`src/rtl/sysctl_pkg.sv`:
```
package sysctl_pkg;
  localparam int unsigned BIT_CTRL  = 0;
  localparam int unsigned BIT_SWRST = 1;
  localparam int unsigned BIT_FAIL  = 2;
  localparam int unsigned BIT_ARB   = 3;
  localparam int unsigned USED_BITS = 4;
endpackage

```
`src/rtl/sysctl_rst_seq.sv`:
```
module sysctl_rst_seq #(
  parameter int unsigned HOLD_CYCLES = 25_000_000
) (
  input  logic clk_i,
  input  logic rst_ni,
  input  logic ext_rst_i,
  input  logic start_i,
  input  logic done_i,
  output logic active_o
);
  localparam int unsigned CNT_W = $clog2(HOLD_CYCLES + 1);
  localparam logic [CNT_W-1:0] HOLD_MAX = CNT_W'(HOLD_CYCLES);

  logic [CNT_W-1:0] cnt_q;
  logic             active_q;
  logic             hold_met;

  assign hold_met = (cnt_q == HOLD_MAX);

  always_ff @(posedge clk_i or negedge rst_ni) begin
    if (!rst_ni) begin
      active_q <= 1'b0;
      cnt_q    <= '0;
    end else if (ext_rst_i) begin
      active_q <= 1'b0;
      cnt_q    <= '0;
    end else if (active_q) begin
      if (hold_met && done_i) active_q <= 1'b0;
      else if (!hold_met)     cnt_q    <= cnt_q + 1'b1;
    end else if (start_i) begin
      active_q <= 1'b1;
      cnt_q    <= '0;
    end
  end

  assign active_o = active_q;
endmodule

```
`src/rtl/sysctl_fail_path.sv`:
```
module sysctl_fail_path (
  input  logic clk_i,
  input  logic rst_ni,
  input  logic ext_rst_i,
  input  logic wr_i,
  input  logic wr_val_i,
  input  logic inhibit_i,
  input  logic wdog_i,
  output logic fail_o,
  output logic sysfail_no,
  output logic led_o
);
  logic fail_q;

  always_ff @(posedge clk_i or negedge rst_ni) begin
    if (!rst_ni)        fail_q <= 1'b1;
    else if (ext_rst_i) fail_q <= 1'b1;
    else if (wr_i)      fail_q <= wr_val_i;
  end

  assign fail_o     = fail_q;
  assign sysfail_no = ~(fail_q & ~inhibit_i);
  assign led_o      = fail_q | wdog_i;
endmodule

```
`src/rtl/sysctl_reg.sv`:
```
module sysctl_reg
  import sysctl_pkg::*;
#(
  parameter int unsigned DATA_W      = 8,
  parameter int unsigned HOLD_CYCLES = 25_000_000
) (
  input  logic              clk_i,
  input  logic              rst_ni,
  input  logic              wr_en_i,
  input  logic [DATA_W-1:0] wr_data_i,
  output logic [DATA_W-1:0] rd_data_o,
  input  logic              jumper_i,
  input  logic              fail_inhibit_i,
  input  logic              wdog_timeout_i,
  input  logic              reset_done_i,
  input  logic              ext_sysreset_ni,
  output logic              sysreset_no,
  output logic              sysfail_no,
  output logic              fail_led_o,
  output logic              arb_rr_o
);
  logic ext_rst;
  logic swrst;
  logic fail;
  logic arb_q;

  assign ext_rst = ~ext_sysreset_ni;

  sysctl_rst_seq #(.HOLD_CYCLES(HOLD_CYCLES)) u_rst_seq (
    .clk_i    (clk_i),
    .rst_ni   (rst_ni),
    .ext_rst_i(ext_rst),
    .start_i  (wr_en_i & wr_data_i[BIT_SWRST]),
    .done_i   (reset_done_i),
    .active_o (swrst)
  );

  sysctl_fail_path u_fail (
    .clk_i     (clk_i),
    .rst_ni    (rst_ni),
    .ext_rst_i (ext_rst),
    .wr_i      (wr_en_i),
    .wr_val_i  (wr_data_i[BIT_FAIL]),
    .inhibit_i (fail_inhibit_i),
    .wdog_i    (wdog_timeout_i),
    .fail_o    (fail),
    .sysfail_no(sysfail_no),
    .led_o     (fail_led_o)
  );

  always_ff @(posedge clk_i or negedge rst_ni) begin
    if (!rst_ni)      arb_q <= 1'b0;
    else if (ext_rst) arb_q <= 1'b0;
    else if (wr_en_i) arb_q <= wr_data_i[BIT_ARB];
  end

  always_comb begin
    rd_data_o            = '0;
    rd_data_o[BIT_CTRL]  = jumper_i;
    rd_data_o[BIT_SWRST] = swrst;
    rd_data_o[BIT_FAIL]  = fail;
    rd_data_o[BIT_ARB]   = arb_q;
  end

  assign sysreset_no = ~swrst;
  assign arb_rr_o    = arb_q;
endmodule

```
`config.mk`:
```
export PLATFORM = sky130hd
export DESIGN_NAME = sysctl_reg
export DESIGN_NICKNAME = d
export VERILOG_FILES = /design/src/rtl/sysctl_pkg.sv /design/src/rtl/sysctl_rst_seq.sv /design/src/rtl/sysctl_fail_path.sv /design/src/rtl/sysctl_reg.sv
export SDC_FILE = /design/constraint.sdc
export NUM_CORES = 1
export LEC_CHECK = 0
export ABC_AREA = 0
export BUFFER_PORTS_ARGS = -buffer_cell sky130_fd_sc_hd__buf_2
export CAP_MARGIN = 5
export CELL_PAD_IN_SITES_DETAIL_PLACEMENT = 1
export CELL_PAD_IN_SITES_GLOBAL_PLACEMENT = 2
export CORE_MARGIN = 5
export CORE_UTILIZATION = 36
export CTS_CLUSTER_SIZE = 40
export DETAILED_ROUTE_END_ITERATION = 10
export GPL_TIMING_DRIVEN = 0
export HOLD_SLACK_MARGIN = 0.03
export PLACE_DENSITY_LB_ADDON = 0.08
export SLEW_MARGIN = 0
export SYNTH_ARGS = -nofsm -noshare
export SYNTH_HDL_FRONTEND = slang
export SYNTH_SLANG_ARGS = --single-unit
```
`constraint.sdc`:
```
create_clock -name clk_i -period 3.04 [get_ports clk_i]
set_clock_uncertainty 0.1 [all_clocks]
set_input_delay 0.304 -clock clk_i [delete_from_list [all_inputs] [get_ports clk_i]]
set_output_delay 0.304 -clock clk_i [all_outputs]
set_load 0.1 [all_outputs]
```
==> flow_metrics.py, run 1 <==
metrics = {
    "worst_hold_path": {
        "min_path_type": "input port to flip-flop",
    },
    "synthesis": {
        "synth_compound_area_frac": 0.171,
        "synth_top_family_by_area": "simple AND/OR/NAND/NOR gates",
        "yosysWarnings": 0,
        "synth_seq_cells": 28,
        "synth-edff-count": 0,
        "syn_area_per_cell_sq_um": 9.03,
        "postSynth.asyncResetShare": 1.00,
        "synthMuxAreaShare": 0.0175,
        "synth_ff_type": "dfrtp_1",
        "synthAdderAreaFrac": 0.0146,
        "yosys.area_share.simple": 0.276,
        "yosysSeqAreaShare": 0.409,
        "yosys.cell_types.count": 40,
        "synth-xor-area-share": 0.0204,
        "synth_area_sq_mm": 0.00172,
        "synthCells": 190,
    },
    "layout": {
        "nets": 234,
        "insertedDiodeCount": 0,
        "layout-area-overhead-vs-synth_pct": 14.3,
        "regArea_sq_um": 702,
        "design_area_sq_mm": 0.00196,
        "final_common_cell": "dfrtp_1",
        "mostFrequentLayoutCells": "27 x dfrtp_1, 23 x o21ai_0, 18 x buf_2, 14 x nor2_1, 13 x nand3_1",
        "nFillCells": 560,
        "multiInputGateArea_sq_um": 872,
        "drive_gt1_frac": 0.191,
    },
    "detailed_routing": {
        "drt_iter0_markers": 69,
        "num_vias": 1515,
        "antenna_left": 0,
        "wl_per_cell_um": 17.4,
        "viasPerCell": 5.63,
        "drt_wl_total_mm": 4.67,
        "first_pass_iters": 4,
        "drc": 0,
    },
    "timing": {
        "period_needed_ns": 2.27,
        "setup_viol": 0,
        "max_slew_margin": 0.551,
        "tightest_slew_ns": 0.674,
        "timing.fmax_ghz": 0.440,
        "finalSetupTns_ns": 0,
        "final-max-slew-violation-count": 0,
        "hold_viol": 0,
        "finalCritPeriodShare": 0.748,
        "rsz0062_at_grt": "false",
    },
    "power": {
        "power.switching_w": 0.000242,
        "leakage_nw": 0.850,
        "swShare": 0.294,
        "pwr-share-comb": 0.169,
        "power_w": 0.000824,
        "p_per_area_mw_per_mm2": 420,
        "p_seq_frac": 0.462,
        "max-vdd-ir-drop_uv": 170,
        "p_int_w": 0.000582,
        "clkPwrFrac": 0.369,
    },
    "floorplan": {
        "core_sq_mm": 0.00466,
        "dieArea_sq_mm": 0.00625,
        "start_util": 0.368,
        "die-width_um": 79.1,
        "ios": 28,
        "dieHeight_um": 79.1,
        "rows": 25,
    },
    "clock_network": {
        "clk_pin_slew_ns": 0.10,
        "cts_tree": "done",
        "cts_root_buf": "clkbuf_8",
        "cts_buffer_depth": 2,
        "cts_setup_buffers": 0,
        "numCtsBuffers": 3,
        "numClockSinks": 28,
        "worstSkewPairLatency_ns": 0.29,
        "h-tree-depth": 1,
    },
    "global_route": {
        "grt_pass1_vias": 1671,
        "track_usage": 0.163,
        "grt_first_pass_wirelength_mm": 8.09,
        "antenna_found_initial": 0,
        "grt_overflow": 0,
        "grt_max_degree": 29,
    },
    "placed_design": {
        "port_buffers": 17,
        "post_dp_cell_area_sq_mm": 0.00188,
        "gp_congestion": 0.775,
        "place_hpwl_mm": 3.46,
    },
    "run": {
        "drv_cap": 0,
    },
    "setup_path": {
        "path_class": "flip-flop to flip-flop",
        "worst-endpoint-required_ns": 3.10,
        "cp_max_fo": 7,
        "start_kind": "flip-flop",
        "cp.arrival_ns": 2.34,
        "endpoint_kind": "flip-flop",
    },
    "status": {
        "status": "finished clean",
    },
}
==> synthesized netlist by cell type (3+ instances only) <==
cell type,instances,share of area
o211ai_1,3,0.013
buf_4,8,0.035
or4_1,5,0.022
inv_1,8,0.017
nor2_1,14,0.031
o31ai_1,3,0.013
a31oi_1,6,0.022
mux2i_1,3,0.017
xor2_1,4,0.020
nand2_1,12,0.026
dfrtp_1,27,0.39
o21ai_0,23,0.067
a21oi_1,8,0.023
clkbuf_1,6,0.013
nand4_1,9,0.033
nand3_1,13,0.038
nand2b_1,3,0.011
==> sequential cells by signal (all words and copies together), names as in the netlist <==
signal and count:
u_rst_seq.cnt_q 25, u_fail.fail_o 1, u_rst_seq.active_o 1, arb_rr_o 1
==> power by group through the flow <==
stage	sequential, W	combinational (W)	clock (W)
after global routing	0.000382	0.000148	0.000329
final	0.000381	0.000139	0.000304
after detailed placement	0.000388	0.000140	0
after floorplan	0.000393	0.000100	0
after CTS	0.000381	0.000141	0.000315
after global placement	0.000388	0.000138	0
==> cell families (layout without fill, tap and decap cells) <==
| family | count (synthesis) | in the layout |
|---|---|---|
| simple gates | 76 | 76 |
| compound gates | 50 | 50 |
| flops | 28 | 28 |
| buf+inv | 26 | 48 |
| xor+xnor | 4 | 4 |
| mux | 3 | 3 |
| fa+ha+maj | 2 | 2 |
| other cells | 1 | 4 |
==> per-stage QoR <==
stage                     hold WS (ns)  utilization  cells  worst slack, ns
after floorplan                -0.0916            -    193             1.06
after global placement           0.280        0.403    264            0.791
after detailed placement         0.286        0.403    264            0.794
after CTS                        0.123        0.421    269            0.753
after global routing             0.148        0.421    269            0.555
final                            0.120        0.421    269            0.766
==> layout make-up <==
cell class,count,share of cell area
flip-flops and latches,28,0.358
clock buffers,3,0.0210
inverters,8,0.0153
multi-input cells,139,0.445
plain buffers,18,0.0631
repair buffers,18,0.0485
clock inverters,1,0.0153
well taps,54,0.0344
==> metal layers <==
layer  global-route usage  part of all wire  routed length (um)  vias to the layer above
met3               0.0306             0.041                 190                        5
met1                0.216              0.48                2240                      747
met2                0.268              0.47                2190                       29
met4               0.0550             0.011                  53                        0
li1                     -                 -                   -                      734
met5                    0                 0                   0                        -
==> worst max-delay path, stage by stage, from the launching register on <==
cell and delay [ns]:
dfrtp_1 0.46, inv_1 0.09, ha_1 0.14, nor4b_1 0.29, nand4_1 0.24, nor4_4 0.50
nand2b_1 0.23, o22ai_1 0.10
==> repair_timing <==
action,CTS,global route
resized for setup,0,0
hold buffers,1,0
hold endpoints to repair,27,0
==> final timing paths <==
path,to,from,depth (start not counted),slack [ns]
min,u_fail.fail_o$_DFFE_PN1P_,ext_sysreset_ni,2,0.12
min in group asynchronous,u_rst_seq.cnt_q[23]$_DFFE_PN0P_,rst_ni,2,0.48
max in group asynchronous,u_rst_seq.cnt_q[19]$_DFFE_PN0P_,rst_ni,2,1.93
max,u_rst_seq.cnt_q[1]$_DFFE_PN0P_,u_rst_seq.cnt_q[0]$_DFFE_PN0P_,7,0.77
max reg2reg,u_rst_seq.cnt_q[1]$_DFFE_PN0P_,u_rst_seq.cnt_q[0]$_DFFE_PN0P_,7,0.77
min reg2reg,u_rst_seq.cnt_q[24]$_DFFE_PN0P_,u_rst_seq.cnt_q[24]$_DFFE_PN0P_,1,0.40
Note: power is estimated with default switching activity, not from simulation.
==> run 2: changes to the inputs <==
CORE_UTILIZATION = 34   (was 36)
clock period = 2.2 ns   (was 3.04 ns; I/O delays follow)
==> run 2 against run 1 <==
Against the previous run:
- cell count up 5.9%
- clock-buffer cell count up 1
- sequential power up 38%
- non-clock buffer count up 3
- via count up 2.1%
- die area up 5.1%
- utilization down 0.74 points
- highest routed layer unchanged
==> flow_metrics.py, run 2 (same netlist as run 1, synthesis figures left out) <==
metrics = {
    "status": {
        "status": "finished clean",
    },
    "timing": {
        "period_needed_ns": 2.10,
        "final-max-slew-violation-count": 0,
        "finalCritPeriodShare": 0.954,
        "timing.fmax_ghz": 0.477,
        "hold_viol": 0,
        "tightest_slew_ns": 0.680,
        "rsz0062_at_grt": "false",
        "setup_viol": 0,
        "fin_ws_ns": 0.102,
        "max_slew_margin": 0.547,
    },
    "setup_path": {
        "r2r_cells": 8,
        "critPathMaxStageDelay_ns": 0.50,
        "endpoint": "u_rst_seq.cnt_q[19]$_DFFE_PN0P_",
        "crit_slowest_cell": "or4_1",
        "r2r_start": "u_rst_seq.cnt_q[0]$_DFFE_PN0P_",
        "reg2reg_slack_ns": 0.10,
        "r2r-end": "u_rst_seq.cnt_q[19]$_DFFE_PN0P_",
        "cp-startpoint": "u_rst_seq.cnt_q[0]$_DFFE_PN0P_",
        "cp.arrival_ns": 2.20,
        "worst-endpoint-required_ns": 2.30,
        "cp_max_fo": 7,
        "cp_top_family": "simple AND/OR/NAND/NOR gates",
        "start_kind": "flip-flop",
        "cp_num_buf_inv": 2,
        "endpoint_kind": "flip-flop",
        "path_class": "flip-flop to flip-flop",
        "crit_cells": 8,
        "path_cells": "inv_1, ha_1, nor4b_2, nand4_1, nor4_4, buf_4, or4_1, a21oi_1",
    },
    "detailed_routing": {
        "viasPerCell": 5.43,
        "drc": 0,
        "antenna_left": 0,
        "drt_wl_total_mm": 4.83,
        "num_vias": 1547,
        "first_pass_iters": 4,
        "wl_per_cell_um": 16.9,
        "drt_iter0_markers": 70,
    },
    "layout": {
        "multiInputGateArea_sq_um": 878,
        "final_common_cell": "dfrtp_1",
        "layout-area-overhead-vs-synth_pct": 16.0,
        "design_area_sq_mm": 0.00199,
        "insertedDiodeCount": 0,
        "nFillCells": 605,
        "drive_gt1_frac": 0.211,
        "top_register": "u_rst_seq.cnt_q",
        "nets": 237,
        "regArea_sq_um": 702,
        "largest_register_ffs": 25,
        "mostFrequentLayoutCells": "27 x dfrtp_1, 23 x o21ai_0, 18 x buf_2, 14 x nor2_1, 13 x nand3_1",
    },
    "power": {
        "p_per_area_mw_per_mm2": 526,
        "clkPwrFrac": 0.312,
        "p_seq_frac": 0.503,
        "p_int_w": 0.000721,
        "max-vdd-ir-drop_uv": 191,
        "power_w": 0.00105,
        "leakage_nw": 0.864,
        "power.switching_w": 0.000326,
        "pwr-share-comb": 0.186,
        "swShare": 0.311,
    },
    "floorplan": {
        "dieArea_sq_mm": 0.00657,
        "rows": 25,
        "start_util": 0.356,
        "dieHeight_um": 81.1,
        "core_sq_mm": 0.00482,
        "ios": 28,
        "die-width_um": 81.1,
    },
    "placed_design": {
        "place_hpwl_mm": 3.53,
        "place_worst_setup_slack_ns": -0.0504,
        "post_dp_cell_area_sq_mm": 0.00190,
        "port_buffers": 17,
        "gp_congestion": 0.775,
    },
    "clock_network": {
        "cts_buffer_depth": 2,
        "clk_pin_slew_ns": 0.10,
        "numCtsBuffers": 3,
        "h-tree-depth": 1,
        "cts_tree": "done",
        "cts_root_buf": "clkbuf_8",
        "worstSkewPairLatency_ns": 0.27,
        "numClockSinks": 28,
    },
    "global_route": {
        "grt_overflow": 0,
        "track_usage": 0.165,
        "grt_max_degree": 29,
        "antenna_found_initial": 0,
        "grt_first_pass_wirelength_mm": 8.48,
        "grt_pass1_vias": 1697,
    },
    "worst_hold_path": {
        "min_path_type": "input port to flip-flop",
    },
    "run": {
        "drv_cap": 0,
    },
}
==> run 2: layout make-up <==
cell class / instances / area share
clock buffer: 4 / 0.0276
multi-input combinational: 139 / 0.441
inverter: 8 / 0.0151
tap: 67 / 0.0421
sequential: 28 / 0.352
buffer: 18 / 0.0628
timing repair buffer: 21 / 0.0590
==> run 2: worst reg2reg max path: stages (launching register included) <==
cell and delay, ns:
dfrtp_1 0.46, inv_1 0.07, ha_1 0.19, nor4b_2 0.16
nand4_1 0.17, nor4_4 0.07, buf_4 0.16, or4_1 0.50
a21oi_1 0.15
==> run 2: per-stage QoR <==
step / TNS [ns] / std cells / utilization / hold WS (ns)
floorplan: 0 / 193 / - / -0.176
global placement: -0.0870 / 277 / 0.394 / 0.196
detailed placement: -0.140 / 277 / 0.394 / 0.197
CTS: 0 / 282 / 0.407 / 0.0391
global route: 0 / 285 / 0.414 / 0.0709
finish: 0 / 285 / 0.414 / 0.0489
==> run 2: power groups by stage <==
stage,clock network [W],registers [W],logic [W]
after detailed placement,0,0.000537,0.000193
final,0.000327,0.000527,0.000194
after CTS,0.000348,0.000527,0.000195
after global routing,0.000360,0.000528,0.000208
after floorplan,0,0.000543,0.000139
after global placement,0,0.000536,0.000190
==> run 2: how the worst min path moves through the flow <==
stage | depth (start not counted) | start | end
detailed placement | 1 | rst_ni | u_rst_seq.cnt_q[3]$_DFFE_PN0P_
floorplan | 0 | rst_ni | arb_rr_o$_DFFE_PN0P_
CTS | 2 | ext_sysreset_ni | u_fail.fail_o$_DFFE_PN1P_
global route | 2 | ext_sysreset_ni | u_fail.fail_o$_DFFE_PN1P_
global placement | 1 | rst_ni | u_rst_seq.cnt_q[3]$_DFFE_PN0P_
finish | 2 | ext_sysreset_ni | u_fail.fail_o$_DFFE_PN1P_
==> run 2: routing by layer <==
layer,global-route usage,up-vias,routed length [um]
li1,-,742,-
met1,0.213,793,2280
met2,0.295,8,2460
met3,0.0166,4,49
met4,0.0372,0,39
met5,0,-,0
==> run 2: repair_timing <==
action / in CTS / in global routing
hold buffers: 1 / 0
pin swaps: 2 / 2
buffers inserted: 0 / 3
endpoints found under the setup margin: 7 / 12
hold endpoints to repair: 27 / 0
resized for setup: 0 / 3
==> run 3: changes to the inputs <==
ABC_AREA = 1   (was 0)
CORE_UTILIZATION = 32   (was 34)
==> run 3 against run 2 <==
Against the previous run:
- synthesized area is 23% higher
- die area is 27% higher
- critical path depth is 2 higher
- clock-buffer cell count stayed put
- flip-flop and latch count stayed put
- critical path type unchanged
==> flow_metrics.py, run 3 <==
metrics = {
    "placed_design": {
        "post_dp_cell_area_sq_mm": 0.00230,
        "gp_congestion": 0.772,
        "place_hpwl_mm": 5.09,
        "port_buffers": 16,
    },
    "worst_hold_path": {
        "min_path_type": "input port to flip-flop",
    },
    "setup_path": {
        "r2r_start": "u_rst_seq.cnt_q[0]$_DFFE_PN0P_",
        "crit_cells": 10,
        "critPathMaxStageDelay_ns": 0.47,
        "crit_slowest_cell": "dfrtp_1",
        "endpoint": "u_rst_seq.cnt_q[2]$_DFFE_PN0P_",
        "cp_top_family": "simple AND/OR/NAND/NOR gates",
        "cp.arrival_ns": 2.10,
        "endpoint_kind": "flip-flop",
        "worst-endpoint-required_ns": 2.28,
        "cp_max_fo": 10,
        "start_kind": "flip-flop",
        "cp_num_buf_inv": 3,
        "r2r-end": "u_rst_seq.cnt_q[2]$_DFFE_PN0P_",
        "cp-startpoint": "u_rst_seq.cnt_q[0]$_DFFE_PN0P_",
        "path_cells": "inv_1, ha_1, nand4_1, nor2_4, nand3_4, nand2_4, inv_2, buf_6, nand3_2, o21ai_2",
        "path_class": "flip-flop to flip-flop",
        "r2r_cells": 10,
        "reg2reg_slack_ns": 0.18,
    },
    "layout": {
        "largest_register_ffs": 25,
        "mostFrequentLayoutCells": "88 x nand2_1, 41 x nor2_1, 40 x inv_1, 27 x dfrtp_1, 24 x nand3_1",
        "design_area_sq_mm": 0.00238,
        "layout-area-overhead-vs-synth_pct": 12.3,
        "final_common_cell": "nand2_1",
        "insertedDiodeCount": 0,
        "nFillCells": 882,
        "top_register": "u_rst_seq.cnt_q",
        "nets": 359,
        "fin_util": 0.372,
        "drive_gt1_frac": 0.176,
    },
    "global_route": {
        "grt_max_degree": 29,
        "grt_pass1_vias": 2110,
        "grt_overflow": 0,
        "track_usage": 0.161,
        "grt_first_pass_wirelength_mm": 10.9,
        "antenna_found_initial": 0,
    },
    "timing": {
        "rsz0062_at_grt": "false",
        "hold_viol": 0,
        "max_slew_margin": 0.519,
        "timing.fmax_ghz": 0.496,
        "final-max-slew-violation-count": 0,
        "setup_viol": 0,
        "finalCritPeriodShare": 0.917,
        "whs_ns": 0.0493,
        "tightest_slew_ns": 0.721,
        "period_needed_ns": 2.02,
        "finalSetupTns_ns": 0,
    },
    "clock_network": {
        "h-tree-depth": 1,
        "cts_root_buf": "clkbuf_8",
        "worstSkewPairLatency_ns": 0.28,
        "numCtsBuffers": 3,
        "clk_pin_slew_ns": 0.11,
        "cts_buffer_depth": 2,
        "cts_tree": "done",
        "numClockSinks": 28,
    },
    "status": {
        "status": "finished clean",
    },
    "floorplan": {
        "dieArea_sq_mm": 0.00834,
        "rows": 29,
        "ios": 28,
        "start_util": 0.332,
        "core_sq_mm": 0.00639,
        "die-width_um": 91.3,
        "dieHeight_um": 91.3,
    },
    "synthesis": {
        "synthMuxAreaShare": 0,
        "yosys.area.top_type": "dfrtp_1",
        "synthTopCellsByCount": "88 x nand2_1, 41 x nor2_1, 40 x inv_1",
        "synth-edff-count": 0,
        "synth_top_area_frac": 0.319,
        "synthTopCellsByArea": "dfrtp_1 32%, nand2_1 16%, nor2_1 7.3%",
        "yosys.area_share.simple": 0.441,
        "yosysSeqAreaShare": 0.332,
        "synth.most_common_cell": "nand2_1",
        "synth_ff_type": "dfrtp_1",
        "synth_top_family_by_area": "simple AND/OR/NAND/NOR gates",
        "synth_seq_cells": 28,
        "synthAdderAreaFrac": 0.0118,
        "synthCells": 315,
        "synth-xor-area-share": 0.0124,
        "syn_area_per_cell_sq_um": 6.72,
        "postSynth.asyncResetShare": 1.00,
        "synth_area_sq_mm": 0.00212,
        "synth_compound_area_frac": 0.0757,
        "yosysWarnings": 0,
        "yosys.cell_types.count": 33,
    },
    "power": {
        "max-vdd-ir-drop_uv": 207,
        "p_per_area_mw_per_mm2": 456,
        "leakage_nw": 1.06,
    },
    "detailed_routing": {
        "viasPerCell": 4.94,
        "drt_wl_total_mm": 6.41,
        "antenna_left": 0,
        "num_vias": 2061,
        "drc": 0,
        "wl_per_cell_um": 15.4,
        "drt_iter0_markers": 74,
        "first_pass_iters": 4,
    },
    "run": {
        "drv_cap": 0,
    },
}
-- run 3: changes by cell type in the layout (fill, tap and decap cells not counted), sizes merged, moves of 5 or more --
cell,before,now
nand4,11,23
inv,8,43
a21oi,8,3
nand3,13,27
nand2,13,90
a31oi,6,0
or4,5,0
nor3,0,7
nor2,14,45
-- run 3: per-stage QoR --
stage	total power [W]	worst slack (ns)	instances
global route	0.00113	0.0498	417
finish	0.00108	0.183	417
detailed placement	0.000753	0.110	411
global placement	0.000753	0.150	411
CTS	0.00110	0.0898	416
floorplan	0.000699	0.485	318
-- run 3: cell type report --
type	instances	area, sq um	share of cell area
Multi-Input combinational cell	232	1160	0.488
Sequential cell	28	702	0.295
Inverter	43	161	0.0679
Buffer	15	105	0.0442
Timing Repair Buffer	18	97.6	0.0411
Tap cell	77	96.3	0.0405
Clock buffer	4	55.1	0.0232
-- run 3: per-layer routing --
layer,track usage,wire (um),vias up
met5,0,0,-
met3,0.0198,206,4
li1,-,-,1052
met4,0.0330,47,0
met2,0.276,3040,23
met1,0.218,3120,982
-- run 3: cells by family (layout without fill, tap and decap cells) --
logic type | after synthesis | in the layout
other | 1 | 4
AND/OR/NAND/NOR | 198 | 198
flip-flops | 28 | 28
AO/OA/AOI/OAI | 25 | 25
adder cells (fa/ha/maj) | 2 | 2
buffers and inverters | 58 | 80
XOR/XNOR | 3 | 3
-- run 3: power by group --
part	switching (W)	internal [W]	total [W]
Combinational	0.000174	0.0000414	0.000216
Clock	0.000181	0.000161	0.000342
Sequential	0.00000501	0.000521	0.000526
Total	0.000360	0.000723	0.00108
-- run 3: worst min path at each step --
stage	from	endpoint	slack, ns	depth (start not counted)
after floorplan	rst_ni	arb_rr_o$_DFFE_PN0P_	-0.18	0
after global placement	rst_ni	u_rst_seq.cnt_q[15]$_DFFE_PN0P_	0.22	1
after detailed placement	rst_ni	u_rst_seq.cnt_q[15]$_DFFE_PN0P_	0.22	1
after CTS	wr_en_i	u_fail.fail_o$_DFFE_PN1P_	0.05	2
after global routing	wr_en_i	u_fail.fail_o$_DFFE_PN1P_	0.06	2
final	wr_en_i	u_fail.fail_o$_DFFE_PN1P_	0.05	2
-- run 3: what timing repair did --
item / CTS / global route
buffers inserted: 0 / 1
endpoints found under the setup margin: 0 / 4
hold endpoints to repair: 27 / 0
resized for setup: 0 / 0
hold buffers: 1 / 0
